### src/rtl/bxs_pkg.sv
package bxs_pkg;
  typedef enum logic [1:0] {
    AM_INC_AFTER  = 2'd0,
    AM_INC_BEFORE = 2'd1,
    AM_DEC_AFTER  = 2'd2,
    AM_DEC_BEFORE = 2'd3
  } am_e;

  typedef enum logic [1:0] {
    ST_IDLE = 2'd0,
    ST_XFER = 2'd1,
    ST_DONE = 2'd2
  } st_e;
endpackage

### src/rtl/bxs_popcnt.sv
module bxs_popcnt #(
  parameter int W  = 16,
  localparam int CW = $clog2(W + 1)
) (
  input  logic [W-1:0]  vec,
  output logic [CW-1:0] cnt
);
  always_comb begin
    cnt = '0;
    for (int i = 0; i < W; i++) cnt = cnt + CW'(vec[i]);
  end
endmodule

### src/rtl/bxs_lowest.sv
module bxs_lowest #(
  parameter int W  = 16,
  localparam int IW = $clog2(W)
) (
  input  logic [W-1:0]  vec,
  output logic [IW-1:0] idx,
  output logic          found,
  output logic [W-1:0]  rest,
  output logic          single
);
  always_comb begin
    idx = '0;
    for (int i = W - 1; i >= 0; i--) begin
      if (vec[i]) idx = IW'(i);
    end
    found  = |vec;
    rest   = vec & (vec - W'(1));
    single = found && (rest == '0);
  end
endmodule

### src/rtl/bxs_addr_calc.sv
module bxs_addr_calc
  import bxs_pkg::*;
#(
  parameter int AW   = 32,
  parameter int CW   = 5,
  parameter int STEP = 4
) (
  input  am_e           mode,
  input  logic [AW-1:0] base,
  input  logic [CW-1:0] cnt,
  output logic [AW-1:0] first,
  output logic [AW-1:0] final_base
);
  logic [AW-1:0] span;

  always_comb begin
    span = AW'(cnt) * AW'(STEP);
    unique case (mode)
      AM_INC_AFTER:  first = base;
      AM_INC_BEFORE: first = base + AW'(STEP);
      AM_DEC_AFTER:  first = base - span + AW'(STEP);
      default:       first = base - span;
    endcase
    final_base = mode[1] ? (base - span) : (base + span);
  end
endmodule

### src/rtl/blk_xfer_seq.sv
module blk_xfer_seq
  import bxs_pkg::*;
#(
  parameter int LIST_W = 16,
  parameter int ADDR_W = 32,
  parameter int STEP   = 4,
  localparam int CW    = $clog2(LIST_W + 1),
  localparam int IW    = $clog2(LIST_W)
) (
  input  logic              clk,
  input  logic              rst,
  input  logic              start,
  input  logic [LIST_W-1:0] reg_list,
  input  logic [ADDR_W-1:0] base_addr,
  input  logic [1:0]        mode,
  input  logic              wb_en,
  input  logic              is_load,
  input  logic              s_bit,
  output logic              busy,
  output logic              req_valid,
  input  logic              req_ready,
  output logic [ADDR_W-1:0] req_addr,
  output logic [IW-1:0]     req_idx,
  output logic              req_last,
  output logic              req_user_bank,
  output logic              done,
  output logic [ADDR_W-1:0] base_out,
  output logic              pc_load,
  output logic              restore_status
);
  st_e               st_q;
  logic [LIST_W-1:0] rem_q;
  logic [LIST_W-1:0] pick_in, pick_rest;
  logic [IW-1:0]     pick_idx;
  logic              pick_found, pick_single;
  logic [CW-1:0]     sel_cnt;
  logic [ADDR_W-1:0] first_addr, wb_addr;
  logic              ld_pc;

  assign pick_in = (st_q == ST_IDLE) ? reg_list : rem_q;
  assign ld_pc   = is_load & reg_list[LIST_W-1];

  bxs_popcnt #(.W(LIST_W)) u_cnt (.vec(reg_list), .cnt(sel_cnt));

  bxs_lowest #(.W(LIST_W)) u_pick (
    .vec(pick_in), .idx(pick_idx), .found(pick_found),
    .rest(pick_rest), .single(pick_single)
  );

  bxs_addr_calc #(.AW(ADDR_W), .CW(CW), .STEP(STEP)) u_addr (
    .mode(am_e'(mode)), .base(base_addr), .cnt(sel_cnt),
    .first(first_addr), .final_base(wb_addr)
  );

  assign busy = (st_q != ST_IDLE);

  always_ff @(posedge clk) begin
    if (rst) begin
      st_q           <= ST_IDLE;
      rem_q          <= '0;
      req_valid      <= 1'b0;
      req_addr       <= '0;
      req_idx        <= '0;
      req_last       <= 1'b0;
      req_user_bank  <= 1'b0;
      done           <= 1'b0;
      base_out       <= '0;
      pc_load        <= 1'b0;
      restore_status <= 1'b0;
    end else begin
      unique case (st_q)
        ST_IDLE: begin
          done <= 1'b0;
          if (start) begin
            pc_load        <= ld_pc;
            restore_status <= ld_pc & s_bit;
            req_user_bank  <= s_bit & ~ld_pc;
            base_out       <= wb_en ? wb_addr : base_addr;
            if (pick_found) begin
              st_q      <= ST_XFER;
              req_valid <= 1'b1;
              req_addr  <= first_addr;
              req_idx   <= pick_idx;
              req_last  <= pick_single;
              rem_q     <= pick_rest;
            end else begin
              st_q <= ST_DONE;
              done <= 1'b1;
            end
          end
        end
        ST_XFER: begin
          if (req_ready) begin
            if (req_last) begin
              req_valid <= 1'b0;
              req_last  <= 1'b0;
              st_q      <= ST_DONE;
              done      <= 1'b1;
            end else begin
              req_addr <= req_addr + ADDR_W'(STEP);
              req_idx  <= pick_idx;
              req_last <= pick_single;
              rem_q    <= pick_rest;
            end
          end
        end
        default: begin
          done <= 1'b0;
          st_q <= ST_IDLE;
        end
      endcase
    end
  end
endmodule

### config.mk
export PLATFORM = sky130hd
export DESIGN_NAME = blk_xfer_seq
export DESIGN_NICKNAME = d
export VERILOG_FILES = /design/src/rtl/bxs_pkg.sv /design/src/rtl/bxs_popcnt.sv /design/src/rtl/bxs_lowest.sv /design/src/rtl/bxs_addr_calc.sv /design/src/rtl/blk_xfer_seq.sv
export SDC_FILE = /design/constraint.sdc
export NUM_CORES = 1
export LEC_CHECK = 0
export BUFFER_PORTS_ARGS = -buffer_cell sky130_fd_sc_hd__buf_2
export CORE_ASPECT_RATIO = 0.5
export CORE_MARGIN = 1.5
export CORE_UTILIZATION = 58
export CTS_BUF_LIST = sky130_fd_sc_hd__clkbuf_16
export CTS_CLUSTER_DIAMETER = 200
export DETAILED_ROUTE_END_ITERATION = 10
export GPL_TIMING_DRIVEN = 0
export HOLD_SLACK_MARGIN = 0.1
export PLACE_DENSITY = 0.78
export REMOVE_ABC_BUFFERS = 1
export SYNTH_ARGS = -nofsm -noshare
export SYNTH_HDL_FRONTEND = slang
export SYNTH_SLANG_ARGS = --single-unit
### constraint.sdc
create_clock -name clk -period 9.15 [get_ports clk]
set_input_delay 1.3725 -clock clk [delete_from_list [all_inputs] [get_ports clk]]
set_output_delay 1.3725 -clock clk [all_outputs]
set_load 0.02 [all_outputs]
==> results.txt <==
Count of flip-flops with a built-in enable after synthesis: 0. The static leakage came out at 3.846 nW. The largest single stage delay on the critical path is 750 ps. The number of sinks on the clock net is 91, and the worst hold slack is 450.5 ps. The worst setup path is launched from an input pin. Yosys mapped the design onto 93 distinct sky130hd cell types.

Along the worst path, the maximum fanout reaches 11. Summing all flip-flop and latch instances after layout gives 0.001822 sq mm. In the final timing run, aggregate negative setup slack is 0 ps. The data required time at the worst endpoint is 9370 ps. The die is 181.0 um wide.

The global placement routability congestion came out at 0.9477. The cell area after technology mapping is 0.009190 sq mm, and the clock latency on the worst-skew pair is 370 ps. The final route contains 10447 vias. After clock tree synthesis, the setup repair step added 0 buffers. Of all flip-flops after synthesis, the portion carrying an async set or reset was 0%. For this run the aggregate overflow at the end of global routing stands at 0. Measured against its own limit, the worst slew margin works out to 11.11%. Counting the buffers created by CTS gives 9. The number of hold buffers added after CTS was 0. Among all flip-flop cells after synthesis, the most frequent one is sky130_fd_sc_hd__dfxtp_1. The most numerous cell type found on the critical path is sky130_fd_sc_hd__fa_1. At the placement stage, the worst setup path has a slack of -116.3 ps.

The largest net degree at the start of global routing is 84. The logs give 132 for the number of ports placed on the die boundary and 0.01666 sq mm for the total die area. The tools report the area of the core as 0.01545 sq mm. The starting density of the core is 59.46%, and the setup slack after layout is 441.2 ps.

The critical path starts at reg_list[0]. The run gives 0 as the final number of setup-violating endpoints. After detailed routing, the average wire length per cell comes to 20.15 um. The clock arrives with 12.13 ps of skew. The multi-input combinational cells in the finished layout cover a total of 0.006792 sq mm. Total power for the finished layout comes to 0.001889 W. Subtracting the final worst setup slack from the clock period gives 8709 ps. The vias per cell is 6.693, and the number of rows in the core area is 32. The run gives 0 as the number of hold violations in the final report.

The initial antenna violation count is 0. The run gives 0 as the count of instances resized after the clock tree is built. The first detailed-routing pass ran for 5 iterations. The total number of H-tree levels was 3; the final count of pins violating max slew was 0. Synthesis inferred 91 register bits.

The growth of design area from synthesis to finish was 10.47%; the count of antenna diodes in the layout was 0. In this run switching power makes up 47.41% of total power. The signal on the critical path passes through buf_2, ha_1, inv_1, fa_1, fa_1, fa_1, fa_1, fa_1, fa_1, xnor2_1, ha_1, nor2b_2, a2111oi_4, o21ai_0, a21boi_1, o2111ai_1, nor3_2, a31oi_1, a2111oi_0, o32ai_1. The clock-pin slew reported for the worst setup and hold paths after clock tree synthesis is 80 ps.

The tools report the count of nets left with antenna violations after detail routing as 0. The startpoint of the worst hold path is req_addr[0]$_SDFFE_PP0P_. The fraction of the cycle the final worst path needs was 95.18%.

Of the total power, the clock network draws 20.3%. The worst setup path is captured at a register. In this run the worst hold path is classified as register to register. Synthesis handed over a netlist of 1305 instances. The tool flagged a number of max-cap violations equal to 0. The peak ir drop on the vdd network is 0.0001473 V, and the total track usage is 37.56%. The tools report the post-placement cell count as 1545. The tools report the number of global-route vias before repair as 9154.

The combinational share of power was 55.0%. The tools report the start of the worst register-to-register path as st_q[0]$_SDFFE_PP0P_. Cells with a size suffix above 1 make up 14.52% of the layout. Worst endpoint data arrival time: 8930 ps. The standard cell with the maximum stage delay on the critical path is sky130_fd_sc_hd__a2111oi_0.

For the total wire length, the log shows 31.45 mm. In this run the vertical extent of the chip is 92.01 um. Mean cell area of the mapped netlist: 7.042 sq um.

For this run, the number of standard cells in the final layout without fillers is 1561. Power spread over the standard cell area amounts to 186.0 mW/mm^2. The run gives 2 as the buffer levels on the longest clock path. The number of port buffers was 131. Setup repair after global routing left no endpoint under its margin. The cell family contributing the most delay on the critical path is adder cells. For the number of design rule violations left after detail routing, the log shows 0. The path type of the worst setup path was input pin to register. Sequential elements use 19.82% of the synthesized area.

The number of buffer and inverter instances along the worst setup path was 2. The timing-limited maximum frequency was 114.8 MHz; the sequential share of power was 24.8%. The analysis attributes to net switching a power of 0.0008954 W.

TritonCTS built the clock tree. The number of filler cells placed in the layout was 1386; the wire length of the first global-routing pass was 49.78 mm. The flow ran to the end, and the final reports show no timing, DRC or antenna violations. The tools report the final net count as 1442. The total half-perimeter wirelength after legalization and detailed placement was 22.70 mm. Yosys printed 0 warnings.

The tools report the first-iteration detailed-routing DRC count as 1118. The cell chosen for the clock root was sky130_fd_sc_hd__clkbuf_16. For the pin with the worst max-slew slack, the measured transition is 1330 ps. For the internal power, the log shows 0.0009933 W.
flip-flops by register name, summed over array words and instances, names as in the netlist:
signal and cells:
base_out 32, done 1, pc_load 1, rem_q 15, req_addr 32, req_idx 4
req_last 1, req_user_bank 1, req_valid 1, restore_status 1, st_q 2
synth_stat cells (15+ instances only):
cell type	instances	area, sq um
sky130_fd_sc_hd__clkbuf_1	77	289.0
sky130_fd_sc_hd__buf_2	15	75.07
sky130_fd_sc_hd__a211oi_1	50	375.4
sky130_fd_sc_hd__a21oi_1	109	545.5
sky130_fd_sc_hd__ha_1	21	262.8
sky130_fd_sc_hd__and3_1	24	150.1
sky130_fd_sc_hd__nand2_1	117	439.2
sky130_fd_sc_hd__nor3_1	52	260.3
sky130_fd_sc_hd__o21ai_0	83	415.4
sky130_fd_sc_hd__nand4_1	21	131.4
sky130_fd_sc_hd__nor2_1	136	510.5
sky130_fd_sc_hd__nand3_1	50	250.2
sky130_fd_sc_hd__xnor2_1	42	367.9
sky130_fd_sc_hd__inv_1	49	183.9
sky130_fd_sc_hd__dfxtp_1	91	1822
sky130_fd_sc_hd__xor2_1	35	306.5
sky130_fd_sc_hd__nor4_1	26	162.7
sky130_fd_sc_hd__o211ai_1	15	112.6
sky130_fd_sc_hd__a31oi_1	23	143.9
layout by cell type, fill, tap and decap left out, types with 8 or more instances in the layout:
| cell | count |
|---|---|
| sky130_fd_sc_hd__mux2i_1 | 12 |
| sky130_fd_sc_hd__a211oi_1 | 50 |
| sky130_fd_sc_hd__fa_1 | 12 |
| sky130_fd_sc_hd__xor2_1 | 35 |
| sky130_fd_sc_hd__ha_1 | 20 |
| sky130_fd_sc_hd__nand2b_1 | 8 |
| sky130_fd_sc_hd__or2_2 | 8 |
| sky130_fd_sc_hd__o22ai_1 | 8 |
| sky130_fd_sc_hd__dfxtp_1 | 91 |
| sky130_fd_sc_hd__buf_2 | 130 |
| sky130_fd_sc_hd__clkbuf_16 | 9 |
| sky130_fd_sc_hd__or4_1 | 10 |
| sky130_fd_sc_hd__o31ai_1 | 11 |
| sky130_fd_sc_hd__inv_1 | 49 |
| sky130_fd_sc_hd__a21oi_1 | 109 |
| sky130_fd_sc_hd__or3_1 | 8 |
| sky130_fd_sc_hd__nand2_1 | 116 |
| sky130_fd_sc_hd__nand4_1 | 21 |
| sky130_fd_sc_hd__a31oi_1 | 22 |
| sky130_fd_sc_hd__o21bai_1 | 8 |
| sky130_fd_sc_hd__and4_1 | 12 |
| sky130_fd_sc_hd__o21ai_0 | 83 |
| sky130_fd_sc_hd__nor2b_1 | 11 |
| sky130_fd_sc_hd__nor4_1 | 26 |
| sky130_fd_sc_hd__nor2_1 | 134 |
| sky130_fd_sc_hd__and3_1 | 24 |
| sky130_fd_sc_hd__xnor2_1 | 42 |
| sky130_fd_sc_hd__nand3_1 | 50 |
| sky130_fd_sc_hd__nor3b_1 | 12 |
| sky130_fd_sc_hd__nor3_1 | 51 |
| sky130_fd_sc_hd__o211ai_1 | 15 |
worst register-to-register path: stages, from the launching register on:
cell and delay, ps:
sky130_fd_sc_hd__dfxtp_1 820, sky130_fd_sc_hd__nor2_2 310, sky130_fd_sc_hd__o31ai_1 810, sky130_fd_sc_hd__and4_1 550, sky130_fd_sc_hd__a31o_2 540, sky130_fd_sc_hd__nand2_1 900, sky130_fd_sc_hd__a21oi_1 470, sky130_fd_sc_hd__a21oi_1 70
sky130_fd_sc_hd__o41a_1 150, sky130_fd_sc_hd__nor3_1 120
metal layers:
metal	global-route usage (%)	share of wire (%)
met2	57.34	43
met3	8.777	9.4
met1	51.52	45
met4	14.17	3.3
met5	0	0
area by class of cell:
class                      instances  share of cell area (%)
clock inverter                     7                  0.6778
clock buffer                       9                   2.218
multi-input combinational       1061                   66.90
inverter                          51                   1.886
timing repair buffer             138                   7.863
tap                              204                   2.514
sequential                        91                   17.94
power groups by stage:
stage	Combinational, W	Clock (W)	Sequential (W)
after global routing	0.00113	0.000399	0.000473
final	0.00104	0.000383	0.000468
after detailed placement	0.00100	0	0.000475
after CTS	0.00101	0.000388	0.000466
after floorplan	0.000678	0	0.000506
after global placement	0.000970	0	0.000473
metrics by stage:
stage | util (%) | area, sq um
floorplan | - | 8770
global placement | 62.64 | 9681
detailed placement | 63.71 | 9846
CTS | 65.61 | 10140
global route | 65.69 | 10150
finish | 65.69 | 10150
final timing paths:
check | endpoint | slack (ps) | cells past startpoint
max | req_addr[25]$_SDFFE_PP0P_ | 440 | 20
min | req_addr[0]$_SDFFE_PP0P_ | 450 | 2
max reg2reg | req_addr[28]$_SDFFE_PP0P_ | 4340 | 9
min reg2reg | req_addr[0]$_SDFFE_PP0P_ | 450 | 2
logic make-up (layout without fill, tap and decap cells):
kind of cell,Yosys count,in the layout,share of synthesized area (%)
muxes,15,15,1.675
and+or+nand+nor,531,531,29.76
AOI/OAI and AO/OA,402,402,28.88
adders and majority gates,35,35,5.691
xor gates and xnor gates,78,78,7.515
DFF,91,91,19.82
buffers and inverters,153,205,6.658
No activity file was read; power rests on OpenSTA's default activity.
